==> src/rtl/shared_bus_pkg.sv <==
package shared_bus_pkg;
  typedef enum logic [1:0] {
    SEL_DRV    = 2'd0,
    SEL_DATA_A = 2'd1,
    SEL_DATA_B = 2'd2,
    SEL_NONE   = 2'd3
  } reg_sel_e;

  localparam int unsigned CMP_BIT_A = 7;
  localparam int unsigned CMP_BIT_B = 6;
endpackage

==> src/rtl/gpio_regs.sv <==
module gpio_regs
  import shared_bus_pkg::*;
#(
  parameter int unsigned W = 8
) (
  input  logic         clk_i,
  input  logic         rst_ni,
  input  logic         wr_en_i,
  input  logic [1:0]   wr_sel_i,
  input  logic [W-1:0] wr_data_i,
  output logic [W-1:0] drv_o,
  output logic [W-1:0] data_a_o,
  output logic [W-1:0] data_b_o
);
  reg_sel_e sel;
  assign sel = reg_sel_e'(wr_sel_i);

  always_ff @(posedge clk_i or negedge rst_ni) begin
    if (!rst_ni) begin
      drv_o    <= '0;
      data_a_o <= '1;
      data_b_o <= '1;
    end else if (wr_en_i) begin
      unique case (sel)
        SEL_DRV:    drv_o    <= wr_data_i;
        SEL_DATA_A: data_a_o <= wr_data_i;
        SEL_DATA_B: data_b_o <= wr_data_i;
        default: ;
      endcase
    end
  end

  // contents only move on a write strobe
  a_r11_regs_hold: assert property (@(posedge clk_i) disable iff (!rst_ni)
    !wr_en_i |=> ($stable(drv_o) && $stable(data_a_o) && $stable(data_b_o)));
endmodule

==> src/rtl/pad_owner_mux.sv <==
module pad_owner_mux #(
  parameter int unsigned W     = 8,
  parameter int unsigned NPORT = 2,
  localparam int unsigned BW   = W * NPORT
) (
  input  logic [NPORT-1:0] cmp_i,
  input  logic [BW-1:0]    gpio_data_i,
  input  logic             bus_act_i,
  input  logic             addr_ph_i,
  input  logic             bus_wr_i,
  input  logic             demux_i,
  input  logic [BW-1:0]    bus_addr_i,
  input  logic [BW-1:0]    bus_wdata_i,
  output logic [BW-1:0]    pad_out_o,
  output logic [BW-1:0]    pad_oe_o
);
  logic [BW-1:0] gpio_out, gpio_oe;

  for (genvar p = 0; p < NPORT; p++) begin : g_port
    logic [W-1:0] d;
    assign d = gpio_data_i[p*W +: W];
    // open-drain: 0 pulls low, 1 floats
    assign gpio_out[p*W +: W] = cmp_i[p] ? d : '0;
    assign gpio_oe[p*W +: W]  = cmp_i[p] ? '1 : ~d;
  end

  always_comb begin
    pad_out_o = gpio_out;
    pad_oe_o  = gpio_oe;
    if (bus_act_i) begin
      pad_out_o = '0;
      pad_oe_o  = '0;
      if (addr_ph_i) begin
        if (!demux_i) begin
          pad_out_o = bus_addr_i;
          pad_oe_o  = '1;
        end
      end else if (bus_wr_i) begin
        pad_out_o = bus_wdata_i;
        pad_oe_o  = '1;
      end
    end
  end
endmodule

==> src/rtl/bus_capture.sv <==
module bus_capture #(
  parameter int unsigned BW = 16
) (
  input  logic          clk_i,
  input  logic          rst_ni,
  input  logic          bus_act_i,
  input  logic          addr_ph_i,
  input  logic          bus_wr_i,
  input  logic [BW-1:0] pad_in_i,
  output logic [BW-1:0] pin_o,
  output logic [BW-1:0] rdata_o,
  output logic          rvalid_o
);
  logic rd_ph;
  assign rd_ph = bus_act_i && !addr_ph_i && !bus_wr_i;

  always_ff @(posedge clk_i or negedge rst_ni) begin
    if (!rst_ni) begin
      pin_o    <= '0;
      rdata_o  <= '0;
      rvalid_o <= 1'b0;
    end else begin
      if (!bus_act_i) pin_o <= pad_in_i;
      if (rd_ph) rdata_o <= pad_in_i;
      rvalid_o <= rd_ph;
    end
  end

  a_r10_pin_hold: assert property (@(posedge clk_i) disable iff (!rst_ni)
    bus_act_i |=> $stable(pin_o));
  a_r9_rvalid_pulse: assert property (@(posedge clk_i) disable iff (!rst_ni)
    (bus_act_i && !addr_ph_i && !bus_wr_i) |=> rvalid_o);
  a_r9_rdata_hold: assert property (@(posedge clk_i) disable iff (!rst_ni)
    !(bus_act_i && !addr_ph_i && !bus_wr_i) |=> $stable(rdata_o));
endmodule

==> src/rtl/shared_bus_port.sv <==
module shared_bus_port
  import shared_bus_pkg::*;
#(
  parameter int unsigned PORT_W = 8,
  localparam int unsigned BUS_W = 2 * PORT_W
) (
  input  logic              clk_i,
  input  logic              rst_ni,
  input  logic              wr_en_i,
  input  logic [1:0]        wr_sel_i,
  input  logic [PORT_W-1:0] wr_data_i,
  input  logic              bus_act_i,
  input  logic              bus_addr_ph_i,
  input  logic              bus_wr_i,
  input  logic              bus_demux_i,
  input  logic [BUS_W-1:0]  bus_addr_i,
  input  logic [BUS_W-1:0]  bus_wdata_i,
  output logic [BUS_W-1:0]  bus_rdata_o,
  output logic              bus_rvalid_o,
  input  logic [BUS_W-1:0]  pad_in_i,
  output logic [BUS_W-1:0]  pad_out_o,
  output logic [BUS_W-1:0]  pad_oe_o,
  output logic [PORT_W-1:0] pin_a_o,
  output logic [PORT_W-1:0] pin_b_o
);
  logic [PORT_W-1:0] drv, data_a, data_b;
  logic [BUS_W-1:0]  pin_all;

  gpio_regs #(.W(PORT_W)) i_regs (
    .clk_i     (clk_i),
    .rst_ni    (rst_ni),
    .wr_en_i   (wr_en_i),
    .wr_sel_i  (wr_sel_i),
    .wr_data_i (wr_data_i),
    .drv_o     (drv),
    .data_a_o  (data_a),
    .data_b_o  (data_b)
  );

  pad_owner_mux #(.W(PORT_W), .NPORT(2)) i_mux (
    .cmp_i       ({drv[CMP_BIT_B], drv[CMP_BIT_A]}),
    .gpio_data_i ({data_b, data_a}),
    .bus_act_i   (bus_act_i),
    .addr_ph_i   (bus_addr_ph_i),
    .bus_wr_i    (bus_wr_i),
    .demux_i     (bus_demux_i),
    .bus_addr_i  (bus_addr_i),
    .bus_wdata_i (bus_wdata_i),
    .pad_out_o   (pad_out_o),
    .pad_oe_o    (pad_oe_o)
  );

  bus_capture #(.BW(BUS_W)) i_cap (
    .clk_i     (clk_i),
    .rst_ni    (rst_ni),
    .bus_act_i (bus_act_i),
    .addr_ph_i (bus_addr_ph_i),
    .bus_wr_i  (bus_wr_i),
    .pad_in_i  (pad_in_i),
    .pin_o     (pin_all),
    .rdata_o   (bus_rdata_o),
    .rvalid_o  (bus_rvalid_o)
  );

  assign pin_a_o = pin_all[PORT_W-1:0];
  assign pin_b_o = pin_all[BUS_W-1:PORT_W];

  a_r6_mux_addr: assert property (@(posedge clk_i) disable iff (!rst_ni)
    (bus_act_i && bus_addr_ph_i && !bus_demux_i) |-> (&pad_oe_o && pad_out_o == bus_addr_i));
  a_r7_demux_addr: assert property (@(posedge clk_i) disable iff (!rst_ni)
    (bus_act_i && bus_addr_ph_i && bus_demux_i) |-> (pad_oe_o == '0));
  a_r8_write_drive: assert property (@(posedge clk_i) disable iff (!rst_ni)
    (bus_act_i && !bus_addr_ph_i && bus_wr_i) |-> (&pad_oe_o && pad_out_o == bus_wdata_i));
  a_r9_read_float: assert property (@(posedge clk_i) disable iff (!rst_ni)
    (bus_act_i && !bus_addr_ph_i && !bus_wr_i) |-> (pad_oe_o == '0));
  a_r4_od_low_only: assert property (@(posedge clk_i) disable iff (!rst_ni)
    (!bus_act_i && !drv[CMP_BIT_A]) |-> (pad_out_o[PORT_W-1:0] == '0));
endmodule

==> config.mk <==
export PLATFORM = sky130hd
export DESIGN_NAME = shared_bus_port
export DESIGN_NICKNAME = d
export VERILOG_FILES = /design/src/rtl/shared_bus_pkg.sv /design/src/rtl/gpio_regs.sv /design/src/rtl/pad_owner_mux.sv /design/src/rtl/bus_capture.sv /design/src/rtl/shared_bus_port.sv
export SDC_FILE = /design/constraint.sdc
export NUM_CORES = 1
export LEC_CHECK = 0
export CORE_ASPECT_RATIO = 1.75
export CORE_MARGIN = 10
export CORE_UTILIZATION = 37
export CTS_BUF_LIST = sky130_fd_sc_hd__clkbuf_8
export CTS_CLUSTER_SIZE = 20
export DETAILED_ROUTE_END_ITERATION = 8
export PLACE_DENSITY_LB_ADDON = 0.25
export SYNTH_ARGS = -nofsm -noshare
export SYNTH_HDL_FRONTEND = slang
export SYNTH_SLANG_ARGS = --single-unit
==> constraint.sdc <==
create_clock -name clk_i -period 1.4 [get_ports clk_i]
set_input_delay 0.28 -clock clk_i [delete_from_list [all_inputs] [get_ports clk_i]]
set_output_delay 0.28 -clock clk_i [all_outputs]
set_load 0.01 [all_outputs]
==> flow_summary_export.csv <==
group,metric,value,unit
setup_path,crit_fanout,8,
final_layout,syn2layout_area_growth,72.59,%
drt,wl,8.691,mm
drt,vias_per_cell,5.181,
hold_path,hold_class,"in -> reg",
logic_synthesis,ys_seq_elements,51,
setup_path,reg2reg_from,"i_regs.drv_o[6]",
pwr,pwr-share-seq,42.1,%
sta,period_minus_slack,1.833,ns
logic_synthesis,synth-warning-count,0,
logic_synthesis,netlist_instances,189,
clock_tree,cts_tree,"yes",
status,violations,"negative setup slack",
floorplanning,initial_core_util,37.77,%
floorplanning,die_area,10410,sq um
final_layout,nets,414,
final_layout,final_cell_mix,"59 x clkdlybuf4s50_1, 41 x mux2_2, 34 x dfrtp_1, 34 x buf_2, 33 x dlygate4sd2_1",
global_routing,grt_pass1_wl,13.17,mm
drt,wl_per_cell,20.16,um
placed_design,post_dp_cell_area,3969,sq um
pwr,max-vdd-ir-drop,947.6,uV
setup_path,required,1.12,ns
sta,fmax,0.5455,GHz
placed_design,post-place-ws,-1.208,ns
pwr,comb_power_share,36.0,%
pwr,p_int,3.272,mW
sta,worst_pin_slew,0.3399,ns
sta,post-route-period-util,130.9,%
logic_synthesis,netlist_area,2451,sq um
drt,drt_iter0_drc,118,
sta,hold_violations,0,
setup_path,endpoint,"pad_out_o[15]",
drt,firstDrtPassIters,4,
global_routing,grt_antenna_before_repair,0,
status,status,"finished with violations",
pwr,power.density,1081,nW/um^2
global_routing,gr-total-overflow,0,
logic_synthesis,syn_nets,254,
pwr,power_leakage,1.988,nW
sta,drv_slew,0,
setup_path,endpoint_kind,"output port",
drt,num_vias,2233,
setup_path,ff2ff_path_depth,5,
floorplanning,io_pins,130,
sta,setup_viol,32,
logic_synthesis,avgSynthCellArea,12.97,sq um
clock_tree,htree_num_levels,2,
setup_path,crit_type,"reg -> out",
floorplanning,coreArea,6490,sq um
setup_path,crit_path_start_kind,"register",
global_routing,grt_usage,16.22,%
final_layout,nFillCells,509,
logic_synthesis,netlist.area_leader.share,35.73,%
clock_tree,numCtsBuffers,5,
logic_synthesis,synth_area_leaders,"dfrtp_1 36%, mux2_2 19%, dfstp_2 17%",
final_layout,layout-drive-gt1-share,48.71,%
sta,rsz0062_at_grt,"true",
drt,antenna_left,0,
setup_path,reg2reg_to,"i_regs.drv_o[6]",
logic_synthesis,ys_types,19,
job,max_cap_violations,0,
global_routing,grt_max_degree,28,
clock_tree,clock-sinks,51,
sta,relSlewSlack,77.34,%
sta,setup_slack,-0.4333,ns
clock_tree,clk_path_buf_depth,2,
floorplanning,fp.dieH,127.7,um
final_layout,mostFrequentLayoutCell,"clkdlybuf4s50_1",
placed_design,portBuffers,129,
pwr,p_sw,1.302,mW
placed_design,dp_hpwl,6.225,mm
logic_synthesis,yosys.area.top_type,"dfrtp_1",
floorplanning,die_x,81.53,um
final_layout,n_antenna_cell,0,
floorplanning,rows,39,
placed_design,place_congestion,0.8076,
clock_tree,clk_pin_slew_worst_paths,0.09,ns
final_layout,final_area,4230,sq um
sta,fin_skew,0,ns
clock_tree,clockRootBuffer,"clkbuf_8",
setup_path,cp.arrival,1.55,ns
sta,holdWs,0.4294,ns
setup_path,reg2reg_slack,0.11,ns
global_routing,first_global_vias,2467,
logic_synthesis,yosysSeqAreaShare,52.88,%
pwr,clkPwrFrac,21.9,%
clock_tree,clock_latency,0.30,ns
drt,drc,0,
pwr,power_switching_share,28.47,%
setup_path,critPathLaunch,"i_regs.drv_o[6]",
==> power by group through the flow <==
stage               clock [mW]  sequential [mW]  combinational [mW]
CTS                       1.04             1.92                1.54
global placement             0             1.94                1.54
floorplan                    0             1.99               0.559
detailed placement           0             1.94                1.55
finish                   0.999             1.93                1.65
global route              1.09             1.96                1.78
==> how the worst min path moves through the flow <==
| stage | start | cells past startpoint | endpoint | slack [ns] |
|---|---|---|---|---|
| finish | bus_wr_i | 4 | i_cap.rvalid_o | 0.43 |
| global route | bus_wr_i | 4 | i_cap.rvalid_o | 0.43 |
| CTS | bus_wr_i | 4 | i_cap.rvalid_o | 0.42 |
| detailed placement | rst_ni | 2 | i_cap.pin_o[11] | 0.30 |
| global placement | rst_ni | 2 | i_cap.rdata_o[11] | 0.29 |
| floorplan | rst_ni | 0 | i_cap.pin_o[0] | -0.02 |
==> kinds of logic (layout without fill, tap and decap cells) <==
kind of cell | after synthesis | count (layout) | synth area share, %
AND/OR/NAND/NOR | 28 | 29 | 7.861
multiplexers | 50 | 50 | 24.35
buffers and inverters | 27 | 186 | 4.951
flip-flops | 51 | 51 | 52.88
AO/OA/AOI/OAI | 33 | 33 | 9.954
==> per-stage QoR <==
step                      total power [mW]  setup TNS (ns)  std cells  utilization [%]
after CTS                            4.495          -8.052        429            63.47
after floorplan                      2.548         -0.2534        189                -
after global placement               3.473          -53.46        407            61.15
after global routing                 4.826          -10.71        431            65.18
after detailed placement             3.490          -53.95        407            61.15
final                                4.574          -8.333        431            65.18
==> routing by layer <==
| layer | routed length [um] | GRT usage (%) | up-vias |
|---|---|---|---|
| met1 | 2881 | 16.16 | 1075 |
| li1 | - | - | 1010 |
| met4 | 199 | 6.653 | 0 |
| met2 | 4439 | 27.79 | 129 |
| met5 | 0 | 0 | - |
| met3 | 1170 | 7.654 | 19 |
==> cells in the mapped netlist <==
cell type	number
a222oi_1	15
a32oi_1	1
and2b_1	1
and3b_1	2
buf_2	4
buf_6	2
clkbuf_1	6
dfrtp_1	35
dfstp_2	16
inv_1	15
mux2_2	41
mux2_4	9
nand2_1	2
nand3b_1	2
nor2b_1	19
nor3b_1	1
nor3b_4	1
o21ai_0	16
o21ai_1	1
==> worst max-delay path, cell delays in order, from the launching register on <==
cell	delay (ns)
dfrtp_2	0.42
and2b_4	0.21
a222oi_1	0.39
inv_1	0.08
buf_2	0.15
==> repair_timing <==
item	4_1_cts	5_1_grt
pin swaps	15	11
hold buffers	1	0
endpoints found under the setup margin	85	32
buffers inserted	11	2
hold endpoints to repair	35	0
cloned	3	0
gates resized for setup	233	27
==> state kept, by name, summed over array words and instances (netlist names) <==
| signal | flops |
|---|---|
| i_regs.drv_o | 2 |
| i_cap.pin_o | 16 |
| i_regs.data_a_o | 8 |
| i_cap.rvalid_o | 1 |
| i_regs.data_b_o | 8 |
| i_cap.rdata_o | 16 |
==> area by class of cell <==
type	count	area (sq um)	share of cell area, %
Inverter	15	56.30	1.331
Tap cell	82	102.6	2.425
Sequential cell	51	1297	30.67
Clock inverter	2	37.54	0.8873
Timing Repair Buffer	164	1489	35.20
Clock buffer	5	68.82	1.627
Multi-Input combinational cell	112	1179	27.86
Power figures use the tool's default switching activity.
